`config.mk`:
```
export PLATFORM = sky130hd
export DESIGN_NAME = operate_unit
export DESIGN_NICKNAME = d
export VERILOG_FILES = /design/src/rtl/operate_unit.sv
export SDC_FILE = /design/constraint.sdc
export NUM_CORES = 1
export LEC_CHECK = 0
export ABC_CLOCK_PERIOD_IN_PS = 8500
export BUFFER_PORTS_ARGS = -buffer_cell sky130_fd_sc_hd__buf_4
export CORE_MARGIN = 2
export CORE_UTILIZATION = 53
export DETAILED_ROUTE_END_ITERATION = 16
export PLACE_DENSITY = 0.85
export SLEW_MARGIN = 20
export SYNTH_ARGS = -nofsm -noshare
export SYNTH_HDL_FRONTEND = slang
export SYNTH_SLANG_ARGS = --single-unit
export TNS_END_PERCENT = 30
```
`constraint.sdc`:
```
create_clock -name clk -period 8.5 [get_ports clk]
set_clock_uncertainty 0.1 [all_clocks]
set_input_delay 1.7 -clock clk [delete_from_list [all_inputs] [get_ports clk]]
set_output_delay 1.7 -clock clk [all_outputs]
set_load 0.05 [all_outputs]
```
`src/rtl/operate_unit.sv`:
```
module operate_unit #(
  parameter int WIDTH = 16,
  parameter int IMM_W = 5
) (
  input  logic             clk,
  input  logic             rst_n,
  input  logic             issue,
  input  logic [15:0]      instr,
  input  logic [WIDTH-1:0] src_a,
  input  logic [WIDTH-1:0] src_b,
  output logic [2:0]       rd_idx_a,
  output logic [2:0]       rd_idx_b,
  output logic             wr_en,
  output logic [2:0]       wr_idx,
  output logic [WIDTH-1:0] wr_data,
  output logic             flag_n,
  output logic             flag_z,
  output logic             flag_p
);

  localparam logic [3:0] OPC_ADD = 4'b0001;
  localparam logic [3:0] OPC_AND = 4'b0101;
  localparam logic [3:0] OPC_NOT = 4'b1001;
  localparam int EXT_W = WIDTH - IMM_W;

  logic [3:0]       opc;
  logic [WIDTH-1:0] imm_ext;
  logic [WIDTH-1:0] opnd_b;
  logic [WIDTH-1:0] alu_out;
  logic             legal;
  logic             do_write;

  assign opc      = instr[15:12];
  assign rd_idx_a = instr[8:6];
  assign rd_idx_b = instr[2:0];
  assign imm_ext  = {{EXT_W{instr[IMM_W-1]}}, instr[IMM_W-1:0]};
  assign opnd_b   = instr[5] ? imm_ext : src_b;

  always_comb begin
    legal   = 1'b1;
    alu_out = '0;
    case (opc)
      OPC_ADD: alu_out = src_a + opnd_b;
      OPC_AND: alu_out = src_a & opnd_b;
      OPC_NOT: alu_out = ~src_a;
      default: legal = 1'b0;
    endcase
  end

  assign do_write = issue & legal;

  always_ff @(posedge clk) begin
    if (!rst_n) begin
      wr_en   <= 1'b0;
      wr_idx  <= '0;
      wr_data <= '0;
      flag_n  <= 1'b0;
      flag_z  <= 1'b1;
      flag_p  <= 1'b0;
    end else begin
      wr_en <= do_write;
      if (do_write) begin
        wr_idx  <= instr[11:9];
        wr_data <= alu_out;
        flag_n  <= alu_out[WIDTH-1];
        flag_z  <= (alu_out == '0);
        flag_p  <= ~alu_out[WIDTH-1] & (alu_out != '0);
      end
    end
  end

  assert_flags_onehot_R7: assert property (@(posedge clk) disable iff (!rst_n)
    $countones({flag_n, flag_z, flag_p}) == 1);

  assert_flags_track_write_R7: assert property (@(posedge clk) disable iff (!rst_n)
    wr_en |-> (flag_z == (wr_data == '0)) && (flag_n == wr_data[WIDTH-1]));

  assert_write_needs_issue_R6: assert property (@(posedge clk) disable iff (!rst_n)
    wr_en |-> $past(issue));

  assert_not_inverts_R3: assert property (@(posedge clk) disable iff (!rst_n)
    (issue && instr[15:12] == 4'b1001) |=> (wr_en && wr_data == ~$past(src_a)));

  assert_illegal_no_write_R9: assert property (@(posedge clk) disable iff (!rst_n)
    (issue && instr[15:12] != 4'b0001 && instr[15:12] != 4'b0101
           && instr[15:12] != 4'b1001) |=> !wr_en);

  assert_idle_holds_flags_R10: assert property (@(posedge clk) disable iff (!rst_n)
    !wr_en |-> $stable({flag_n, flag_z, flag_p}));

endmodule

```
# After elaboration in Yosys (flattened, before gate mapping)
# Index checks and enable logic that the tools add are counted.
[totals]
reg_bits = 23
latch_bits = 0
ram_bits = 0
mem_bits_ro = 0
input_bits = 51
output_inout_bits = 29
wordCells = 21
mem_count = 0
[op_classes]
add_sub_neg = 1
mul = 0
div = 0
n_lt_le_gt_ge = 0
n_eq_ne = 3
n_shift = 0
muxes = 3
n_bitwise = 5
n_reduce_logical = 3
[op_table]
columns = ["op", "count"]
rows = [
  ["$pmux W16 S3", 1],
  ["$add A16 B16 Y16", 1],
  ["$and A16 B16 Y16", 1],
  ["$logic_not A16 Y1", 1],
  ["$mux W16", 1],
  ["$not A16 Y16", 1],
  ["$reduce_bool A16 Y1", 1],
  ["$eq A4 B1 Y1 const B", 1],
  ["$eq A4 B3 Y1 const B", 1],
  ["$eq A4 B4 Y1 const B", 1],
  ["$reduce_or A3 Y1", 1],
  ["$and A1 B1 Y1", 2],
  ["$mux W1", 1],
  ["$not A1 Y1", 1],
]

# Logic depth before layout (Yosys ltp)
# Gate-level depths: netlist of the first run.
[logic_depth]
ltp_word = 5
ltp_mapped = 13
depth_no_buf = 11

# Worst setup path after synthesis of the first run
# Ideal clock, no wire load.
[synth_path]
kind = "in2reg"
startpoint = "input port instr[5]"
endpoint = "register flag_p"
arrival_ns = 4.335
t_required_ns = 8.270
slack_ns = 3.934
stages = 12
path_buffers = 1
path_cell_list = "clkbuf_1 mux2_2 ha_1 fa_1 a211oi_1 o21ai_1 a31oi_1 xnor2_1 o21ai_0 a211oi_1 and4_4 a221oi_2"
[synth_between]
elab_chain_cells = 5
word_cells_on_any_way = 7
cone_classes = "1 x add/sub; 2 x mux; 3 x bitwise; 1 x reduce/logical"
[synth_rtl]
columns = ["item", "line", "text"]
rows = [
  ["start: declaration", "8", "input logic [15:0] instr,"],
  ["$mux W16 *", "37", "assign opnd_b = instr[5] ? imm_ext : src_b;"],
  ["$add A16 B16 Y16 or $and A16 B16 Y16 (tied branches)", "43, 44", ""],
  ["$pmux W16 S3 *", "42", "case (opc)"],
  ["$reduce_bool A16 Y1 or $not A1 Y1 (tied branches)", "67", "flag_p <= ~alu_out[WIDTH-1] & (alu_out != '0);"],
  ["$and A1 B1 Y1 *", "67", ""],
  ["end signal: assignment", "67", ""],
  ["end: declaration", "18", "output logic flag_p"],
]
# Every way passes the cells marked *; elsewhere a longest branch is shown, timed or not.
# A chain may end at the register's enable or synchronous reset.

# Worst setup path after layout of the first run
[layout_path]
startpoint = "input port instr[5]"
endpoint = "register flag_z"
[layout_between]
elab_chain_cells = 4
word_cells_on_any_way = 5
cone_classes = "1 x add/sub; 2 x mux; 1 x bitwise; 1 x reduce/logical"
[layout_rtl]
columns = ["item", "line", "text"]
rows = [
  ["$mux W16 *", "37", ""],
  ["$add A16 B16 Y16 or $and A16 B16 Y16 (tied branches)", "43, 44", ""],
  ["$pmux W16 S3 *", "42", ""],
  ["$logic_not A16 Y1 *", "66", "flag_z <= (alu_out == '0);"],
  ["end signal: assignment", "66", ""],
  ["end: declaration", "17", "output logic flag_z,"],
]
# Marks and branches as above.

==> results of run 1 <==
flip-flops by register name, summed over array words and instances, names as in the netlist:
| signal | cells |
|---|---|
| wr_en | 1 |
| wr_idx | 3 |
| flag_z | 1 |
| wr_data | 16 |
| flag_p | 1 |
critical path: stages:
cell      delay (ns)
buf_4           0.18
mux2_2          0.36
ha_1            0.22
fa_1            0.42
a211oi_1        0.35
o21ai_1         0.15
a31oi_1         0.23
xnor2_1         0.14
o21ai_0         0.12
a211oi_1        0.30
nand4_1         0.16
o31ai_1         0.21
stage by stage:
step | setup slack, ns | hold slack, ns | area [µm²]
2_1_floorplan | 3.93 | 0.571 | 2140
3_3_place_gp | 3.85 | 0.342 | 2630
3_5_place_dp | 3.80 | 0.352 | 2630
4_1_cts | 4.08 | 0.362 | 2690
5_1_grt | 3.74 | 0.377 | 2690
6_report | 4.04 | 0.359 | 2690
power by group through the flow:
stage / registers, µW / logic [µW] / clock network (µW)
floorplan: 123 / 100 / 0
global placement: 111 / 149 / 0
detailed placement: 111 / 151 / 0
CTS: 109 / 151 / 73.4
global route: 109 / 168 / 77.6
finish: 109 / 153 / 72.8
logic make-up after synthesis:
family / after synthesis
AOI/OAI and AO/OA: 108
xor gates and xnor gates: 9
muxes: 6
buffers and inverters: 43
DFF: 22
adders and majority gates: 17
and+or+nand+nor: 96
cell usage in the layout (no fill, tap or decap), types with 2 or more instances in the layout:
cell type and n:
o21ai_1 5, and3_1 3, a21oi_1 32, a211oi_1 10, nand3_1 7, and2_1 2
xnor2_1 5, nand2_1 30, a31oi_1 5, ha_1 16, dfxtp_1 22, nor2_1 27
o2bb2ai_1 3, mux2i_1 2, o211ai_1 3, o21bai_1 3, o22ai_1 5, a221oi_2 2
buf_4 74, mux2_2 4, xor2_1 4, clkbuf_8 4, o31ai_1 3, a22oi_1 2
a21o_1 3, o21ai_0 25, nor2b_1 4, nand2b_1 2, nor3_1 8, or3_1 2
o21a_1 2, nand4_1 3, inv_1 21
layout make-up:
class,count,area (µm²),area share [%]
well taps,50,62.6,2.33
clock buffers,4,55.1,2.05
multi-input cells,236,1490,55.5
flip-flops and latches,22,440,16.4
inverters,22,82.6,3.07
repair buffers,74,556,20.7
layer usage:
layer / up-vias / GRT usage (%) / routed length (µm)
met2: 111 / 42.8 / 2750
met1: 1056 / 35.4 / 2570
met5: - / 0 / 0
met3: 11 / 2.17 / 464
li1: 1192 / - / -
met4: 0 / 11.7 / 106
worst min path at each step:
stage,start,endpoint
after floorplan,wr_data[0],wr_data[0]
after global placement,wr_data[8],wr_data[8]
after detailed placement,wr_idx[1],wr_idx[1]
after CTS,wr_idx[1],wr_idx[1]
after global routing,wr_idx[1],wr_idx[1]
final,wr_data[0],wr_data[0]
==> metrics.txt, run 1 <==
Max rail drop VDD 0.0000503 V; R2R Setup Slk 7.46 ns; Final Setup Violations 0; Syn Nets 369; Synth Instances 301; synth-to-layout area growth 25.6%; TNS Setup 0 ns; RSZ-0062 raised after global routing no; number of synthesis warnings 0; die area 4560 µm²; Hold Path Depth 2; Async SR Flop Fraction 0%; CTS tree done; Fmax achieved 224 MHz; first drt pass iteration count 5; Post-DP HPWL 4700 µm; width of the die 67.5 µm; Setup Crit Path Kind input pin to flop; vias per cell 5.81; global-route wire length before repair 9370 µm; crit path capture flag_z; GR Overflow Total 0; power consumption 334 µW; antenna fix cells 0; CTS clk-pin slew, worst paths 0.08 ns; Max clock buf depth 2; Routed Antenna Nets 0; PostCTS Resize Cnt 0; sequential area share after synthesis 20.6%; power share of the clock group 21.8%; commonest cells in the synthesized netlist a21oi_1 (32), nand2_1 (30), nor2_1 (27), o21ai_0 (25), dfxtp_1 (22); CP arrival 4.54 ns; P_sw 122 µW; Worst Setup SP instr[5]; die height 67.5 µm; crit start category input pin; distinct cell type count after synthesis 50; switching part of the total 36.5%; mux contribution to synthesized area 3.04%; htree depth 1; syn avg cell area 7.11 µm²; DRC Markers 0; Max Transition Viols Final 0; Synth Area in Compound Gates 31.2%; slew margin rel. 32.1%; Worst setup EP type flop; Core Region 3940 µm²; Adder-Cell Fraction of Synth Area 10.3%; Cell Int Power 212 µW; cells on worst reg2reg path 3; fin crit share 52.5%; FF-to-FF Start flag_p; RR Endpoint flag_p; maxcap violations 0; GRT Total Usage 26.3%; post-CTS setup buffer count 0; status finished clean; initial antenna violation count 0; Buffers on Ports 73; Boundary Pins 80; XOR/XNOR Fraction of Synth Area 3.68%; vias in the first global route 2053; largest net degree at the start of global routing 23; final cell count without fillers 408; layout cells sized above 1 24.9%; wire per inst 14.4 µm; Synth Register Bits 22; Placed Cells 404; routed via count 2370; Yosys top cell by area dfxtp_1; hold-fix buffers at CTS 0; TritonCTS buffer count 3; Worst-Skew Late Latency 0.26 ns; most common cell in the synthesized netlist a21oi_1; ranking of synthesized cells by area dfxtp_1 (21%), ha_1 (9.4%), a21oi_1 (7.5%); Root Buffer Master clkbuf_8; Initial Utilization 54.3%; Tmin final 4.46 ns; number of synthesized flops with an enable pin 0; routability cong. 0.960; top_reg_cell synth dfxtp_1; slew at the pin with the worst max-slew slack 1.02 ns; number of fillers in the final layout 365; CP max FO 17; row count 23; largest family of logic cells by synthesized area compound AO/OA/AOI/OAI gates; Hold Violations, Final 0; Pwr per Cell Area 124 nW/µm²; sequential share of power 32.4%; clock sinks 22; top-area cell type share of the netlist area 20.6%; Layout Nets 427; Initial DRC Count 207; Final Util 68.2%; Req. time, crit path 8.58 ns; simple-gate share of the synthesized area 21.5%; DRT Wirelength 5890 µm; Static Leak 0.00121 µW; Hold Crit Class flop to flop; cell area after synthesis 2140 µm²; combinational power share 45.8%
Note: power is estimated with default switching activity, not from simulation.
==> run 2: changes to the inputs <==
- ABC_AREA: unset -> 1
- ABC_CLOCK_PERIOD_IN_PS: 8500 -> 4400
- CORE_UTILIZATION: 53 -> 52
- PLACE_DENSITY: 0.85 -> 0.82
- clock period: 8.5 -> 4.4 ns (I/O delays scaled with it)
==> run 2 against run 1 <==
- utilization fell by 3.6 points
- clock-buffer cell count did not move
- final cell count rose by 31%
- sequential share of layout area fell by 1.8 points
- worst setup slack got worse by 2.8 ns
- power rose by 100%
- cell area rose by 12%
- register-to-register slack got worse by 3.9 ns
- non-clock buffer count fell by 1
- critical path depth rose by 2
- highest routed layer unchanged
==> metrics.txt, run 2 <==
Fmax achieved 318 MHz; distinct cell type count after synthesis 32 (was 50); CP arrival 3.20 ns (was 4.54 ns); Synth Instances 420 (was 301); biggest regs wr_data x16, wr_idx x3 (unchanged); fin crit share 71.4%; critical path buffer and inverter count 1 (unchanged); most common cell after layout, fill and taps aside nand2_1 (was buf_4); Initial DRC Count 172 (was 207); Pwr per Cell Area 226 nW/µm² (was 124 nW/µm²); post-CTS setup buffer count 0 (unchanged); Max clock buf depth 2 (unchanged); DRT Wirelength 6110 µm (was 5890 µm); top-area cell type share of the netlist area 17.9% (was 20.6%); Buffers on Ports 73 (unchanged); initial antenna violation count 0 (unchanged); Worst setup EP type flop (unchanged); top_reg_cell synth dfxtp_1 (unchanged); cell area after synthesis 2470 µm² (was 2140 µm²); Static Leak 0.00172 µW (was 0.00121 µW); Most Frequent Cell on Critical Path nor2_1 (was a211oi_1); mux contribution to synthesized area 1.83% (was 3.04%); Boundary Pins 80 (unchanged); Max rail drop VDD 0.000101 V (was 0.0000503 V); Hold Violations, Final 0 (unchanged); maxcap violations 0 (unchanged); DRC Markers 0 (unchanged); post-route cell area 3010 µm² (was 2690 µm²); GRT Total Usage 24.0% (was 26.3%); vias in the first global route 2458 (was 2053); number of synthesized flops with an enable pin 0 (unchanged); CP max FO 17 (unchanged); number of synthesis warnings 0 (unchanged); Async SR Flop Fraction 0% (unchanged); PostCTS Resize Cnt 0 (unchanged); power consumption 680 µW (was 334 µW); synth-to-layout area growth 22.1% (was 25.6%); slew margin rel. 69.4% (was 32.1%); Core Region 4660 µm² (was 3940 µm²); slew at the pin with the worst max-slew slack 0.458 ns (was 1.02 ns); width of the die 72.9 µm (was 67.5 µm); routability cong. 0.896 (was 0.960); Layout Nets 548 (was 427); row count 25 (was 23); TNS Setup 0 ns (unchanged); Initial Utilization 52.9% (was 54.3%); Adder-Cell Fraction of Synth Area 8.93% (was 10.3%); clock sinks 22 (unchanged); die height 72.9 µm (was 67.5 µm); hold slack 0.389 ns (was 0.359 ns); Max Transition Viols Final 0 (unchanged); sequential area share after synthesis 17.9% (was 20.6%); CTS clk-pin slew, worst paths 0.08 ns (about the same); layout cells sized above 1 21.7% (was 24.9%); most frequent cells in the layout nand2_1 (94), inv_1 (82), buf_4 (73), nor2_1 (43), nand3_1 (43) (was buf_4 (74), a21oi_1 (32), nand2_1 (30), nor2_1 (27), o21ai_0 (25)); hold path start wr_idx[1] (was wr_data[0]); RSZ-0062 raised after global routing no (unchanged); critical path's largest stage delay 0.44 ns (was 0.42 ns); FF-to-FF Start wr_data[15] (was flag_p); GR Overflow Total 0 (unchanged); Post-DP HPWL 5020 µm (was 4700 µm); Worst-Skew Late Latency 0.27 ns (was 0.26 ns); antenna fix cells 0 (unchanged); status finished clean (unchanged); worst path cell trace buf_4, mux2_2, ha_1, fa_1, xnor2_1, nor2_1, nor2_1, nand3_1, nor3_2, nand3_1, nor2_1, nand3_2, nand2_1, a21oi_2 (was buf_4, mux2_2, ha_1, fa_1, a211oi_1, o21ai_1, a31oi_1, xnor2_1, o21ai_0, a211oi_1, nand4_1, o31ai_1); largest family of logic cells by synthesized area simple AND/OR/NAND/NOR gates (was compound AO/OA/AOI/OAI gates); Setup Crit Path Kind input pin to flop (unchanged); Yosys top cell by area dfxtp_1 (unchanged); wire per inst 11.5 µm (was 14.4 µm); routed via count 2759 (was 2370); vias per cell 5.18 (was 5.81); TritonCTS buffer count 3 (unchanged); largest net degree at the start of global routing 28 (was 23); Root Buffer Master clkbuf_8 (unchanged); crit start category input pin (unchanged); commonest cells in the synthesized netlist nand2_1 (94), inv_1 (82), nand3_1 (43), nor2_1 (43), o21ai_0 (31) (was a21oi_1 (32), nand2_1 (30), nor2_1 (27), o21ai_0 (25), dfxtp_1 (22)); simple-gate share of the synthesized area 38.8% (was 21.5%); syn avg cell area 5.87 µm² (was 7.11 µm²); global-route wire length before repair 10500 µm (was 9370 µm); Hold Crit Class flop to flop (unchanged); htree depth 1 (unchanged); most common cell in the synthesized netlist nand2_1 (was a21oi_1); Syn Nets 488 (was 369); Biggest register wr_data (unchanged); Worst Setup SP instr[5] (unchanged); Routed Antenna Nets 0 (unchanged); Final Setup Violations 0 (unchanged); Req. time, crit path 4.46 ns (was 8.58 ns); Tmin final 3.14 ns; max reg flops 16 (unchanged); hold-fix buffers at CTS 0 (unchanged); ranking of synthesized cells by area dfxtp_1 (18%), nand2_1 (14%), inv_1 (12%) (was dfxtp_1 (21%), ha_1 (9.4%), a21oi_1 (7.5%)); Synth Area in Compound Gates 14.0% (was 31.2%); area post-placement 2960 µm² (was 2630 µm²); die area 5310 µm² (was 4560 µm²); CTS tree done (unchanged); XOR/XNOR Fraction of Synth Area 0.355% (was 3.68%); Synth Register Bits 22 (unchanged); Worst path slowest cell fa_1 (unchanged); CP top delay family simple AND/OR/NAND/NOR gates (was compound AO/OA/AOI/OAI gates); first drt pass iteration count 5 (unchanged)
run 2: cell count changes after synthesis, moves of 6 or more:
| cell | previous run | this run |
|---|---|---|
| a211oi_1 | 10 | 0 |
| nor3_1 | 8 | 1 |
| nand2_1 | 30 | 94 |
| inv_1 | 21 | 82 |
| o21ai_0 | 25 | 31 |
| nor2_1 | 27 | 43 |
| nand2_2 | 0 | 7 |
| nand3b_1 | 1 | 7 |
| a21oi_1 | 32 | 14 |
| nand3_1 | 7 | 43 |
run 2: cell type report:
class | count | area, µm²
clock buffers | 4 | 55.1
repair buffers | 73 | 548
inverters | 87 | 327
fillers | 459 | 1650
well taps | 54 | 67.6
flip-flops and latches | 22 | 440
multi-input cells | 293 | 1570
run 2: final timing paths:
path                               endpoint  slack, ns  depth (start not counted)
worst min-delay path              wr_idx[1]       0.39                          2
worst max-delay path                 flag_p       1.26                         14
worst min register to register    wr_idx[1]       0.39                          2
worst max register to register  wr_data[15]       3.52                          3
run 2: power breakdown:
| group | leakage (µW) | switching, µW | internal (µW) |
|---|---|---|---|
| logic | 0.00151 | 199 | 121 |
| clock network | 0.0000288 | 65.7 | 79.9 |
| registers | 0.000179 | 5.38 | 209 |
| total | 0.00172 | 270 | 410 |
run 2: cell families (layout without fill, tap and decap cells):
family,count (synthesis),after routing
AND/OR/NAND/NOR,210,210
adder cells (fa/ha/maj),17,17
AO/OA/AOI/OAI,61,61
flip-flops,22,22
multiplexers,4,4
buffers and inverters,105,164
XOR/XNOR,1,1
run 2: through the flow:
step	setup slack (ns)	utilization (%)	std cells
6_report	1.26	64.6	533
5_1_grt	1.03	64.6	533
3_5_place_dp	0.997	63.4	529
3_3_place_gp	1.06	63.4	529
4_1_cts	1.26	64.6	533
2_1_floorplan	1.13	-	420
run 2: tightest hold or removal path, stage by stage (launching register included):
cell and delay (ns):
dfxtp_1 0.31, nor2_1 0.09, nor2_1 0.05
run 2: routing by layer:
| metal | track usage [%] | share of wire, % | vias to the layer above | wire length [µm] |
|---|---|---|---|---|
| li1 | - | - | 1442 | - |
| met1 | 31.6 | 46 | 1223 | 2780 |
| met2 | 42.7 | 48 | 87 | 2930 |
| met3 | 1.24 | 5.5 | 7 | 335 |
| met4 | 5.97 | 1.0 | 0 | 62 |
| met5 | 0 | 0 | - | 0 |
==> run 3: changes to the inputs <==
- ABC_CLOCK_PERIOD_IN_PS: 4400 -> 3300
- clock period: 4.4 -> 3.3 ns (I/O delays scaled with it)
==> run 3 against run 2 <==
- clock power rose by 32%
- highest routed layer unchanged
- power rose by 33%
- non-clock buffer count up 1
- final cell count rose by 0.19%
- largest power group unchanged
- utilization rose by 0.16 points
- critical path depth increased by 2
- worst setup slack got worse by 0.83 ns
- global-route usage fell by 0.12 points
==> metrics.txt, run 3 (synthesis results as in run 2) <==
post-CTS setup buffer count 0 (unchanged); sequential share of power 31.7% (was 31.6%); Boundary Pins 80 (unchanged); final cell count without fillers 534 (was 533); Worst setup EP type flop (unchanged); Max clock buf depth 2 (unchanged); first drt pass iteration count 4 (was 5); Static Leak 0.00172 µW (about the same); die area 5310 µm² (unchanged); Tmin final 2.87 ns; power consumption 905 µW (was 680 µW); fin crit share 87.0%; GR Overflow Total 0 (unchanged); Pwr per Cell Area 300 nW/µm² (was 226 nW/µm²); PostCTS Resize Cnt 0 (unchanged); most common cell after layout, fill and taps aside nand2_1 (unchanged); hold-fix buffers at CTS 0 (unchanged); antenna fix cells 0 (unchanged); RSZ-0062 raised after global routing no (unchanged); Req. time, crit path 3.36 ns (was 4.46 ns); biggest regs wr_data x16, wr_idx x3 (unchanged); row count 25 (unchanged); Buffers on Ports 73 (unchanged); crit start category input pin (unchanged); layout cells sized above 1 21.9% (was 21.7%); Initial DRC Count 145 (was 172); TNS Setup 0 ns (unchanged); max reg flops 16 (unchanged); TritonCTS buffer count 3 (unchanged); DRC Markers 0 (unchanged); Placed Cells 530 (was 529); synth-to-layout area growth 22.4% (was 22.1%); htree depth 1 (unchanged); vias per cell 5.11 (was 5.18); combinational power share 47.1% (was 47.0%); Root Buffer Master clkbuf_8 (unchanged); Post-DP HPWL 4990 µm (was 5020 µm); dpl ws 0.152 ns (was 0.997 ns); Final Setup Violations 0 (unchanged); setup ws final 0.428 ns (was 1.26 ns); Biggest register wr_data (unchanged); wire per inst 11.3 µm (was 11.5 µm); hold slack 0.391 ns (was 0.389 ns); CTS clk-pin slew, worst paths 0.08 ns (about the same); slew at the pin with the worst max-slew slack 0.448 ns (was 0.458 ns); Core Region 4660 µm² (unchanged); CP arrival 2.93 ns (was 3.20 ns); CTS tree done (unchanged); CP max FO 17 (unchanged); P_sw 358 µW (was 270 µW); most frequent cells in the layout nand2_1 (94), inv_1 (82), buf_4 (74), nor2_1 (43), nand3_1 (43) (was nand2_1 (94), inv_1 (82), buf_4 (73), nor2_1 (43), nand3_1 (43)); switching part of the total 39.6% (was 39.7%); Max rail drop VDD 0.000114 V (was 0.000101 V); Hold Violations, Final 0 (unchanged); status finished clean (unchanged); GRT Total Usage 23.9% (was 24.0%); power share of the clock group 21.3% (was 21.4%); Hold Crit Class flop to flop (unchanged); Layout Nets 549 (was 548); width of the die 72.9 µm (unchanged); slew margin rel. 70.1% (was 69.4%); DRT Wirelength 6050 µm (was 6110 µm); Cell Int Power 547 µW (was 410 µW); Initial Utilization 52.9% (unchanged); Worst-Skew Late Latency 0.26 ns (was 0.27 ns); Setup Crit Path Kind input pin to flop (unchanged); largest net degree at the start of global routing 28 (unchanged); vias in the first global route 2443 (was 2458); Fmax achieved 348 MHz; maxcap violations 0 (unchanged); clock sinks 22 (unchanged); initial antenna violation count 0 (unchanged); routed via count 2728 (was 2759); die height 72.9 µm (unchanged); Max Transition Viols Final 0 (unchanged); routability cong. 0.899 (was 0.896); R2R Setup Slk 2.42 ns (was 3.52 ns); global-route wire length before repair 10400 µm (was 10500 µm); Routed Antenna Nets 0 (unchanged)
run 3: cell count changes in the layout (fill, tap and decap cells not counted), sizes merged:
cell	change
buf	+1
run 3: final timing paths:
kind,from,to,cells past startpoint
worst max-delay path,instr[5],flag_p,16
worst min register to register,flag_z,flag_z,2
worst min-delay path,flag_z,flag_z,2
worst max register to register,wr_data[15],wr_data[15],3
run 3: cell type report:
| class | count | area [µm²] |
|---|---|---|
| Tap cell | 54 | 67.6 |
| Sequential cell | 22 | 440 |
| Clock buffer | 4 | 55.1 |
| Inverter | 87 | 327 |
| Multi-Input combinational cell | 293 | 1570 |
| Timing Repair Buffer | 74 | 556 |
| Fill cell | 475 | 1640 |
run 3: power groups by stage:
| stage | clock, µW | sequential, µW | combinational (µW) |
|---|---|---|---|
| 2_1_floorplan | 0 | 339 | 269 |
| 3_3_place_gp | 0 | 292 | 416 |
| 3_5_place_dp | 0 | 293 | 422 |
| 4_1_cts | 194 | 286 | 425 |
| 5_1_grt | 207 | 288 | 478 |
| 6_report | 193 | 286 | 426 |
run 3: layer usage:
layer	share of wire [%]	vias up	track usage, %
li1	-	1447	-
met1	46	1190	31.7
met2	47	84	41.9
met3	5.4	7	1.52
met4	1.4	0	5.97
met5	0	-	0
run 3: critical path, cell delays in order:
cell and delay, ns:
buf_4 0.18, mux2_2 0.36, ha_1 0.25, fa_1 0.43
nand2_1 0.10, nand2_2 0.08, nand3_1 0.11, nand3_1 0.08
nand3_1 0.09, nand2_1 0.06, nor2_1 0.11, nand3_1 0.08
nor2_1 0.12, nand3_2 0.10, nand2_1 0.08, a21oi_2 0.05
run 3: per-stage QoR:
step / util [%] / area, µm²
after floorplan: - / 2470
after global placement: 63.6 / 2960
after detailed placement: 63.6 / 2960
after CTS: 64.8 / 3020
after global routing: 64.8 / 3020
final: 64.8 / 3020
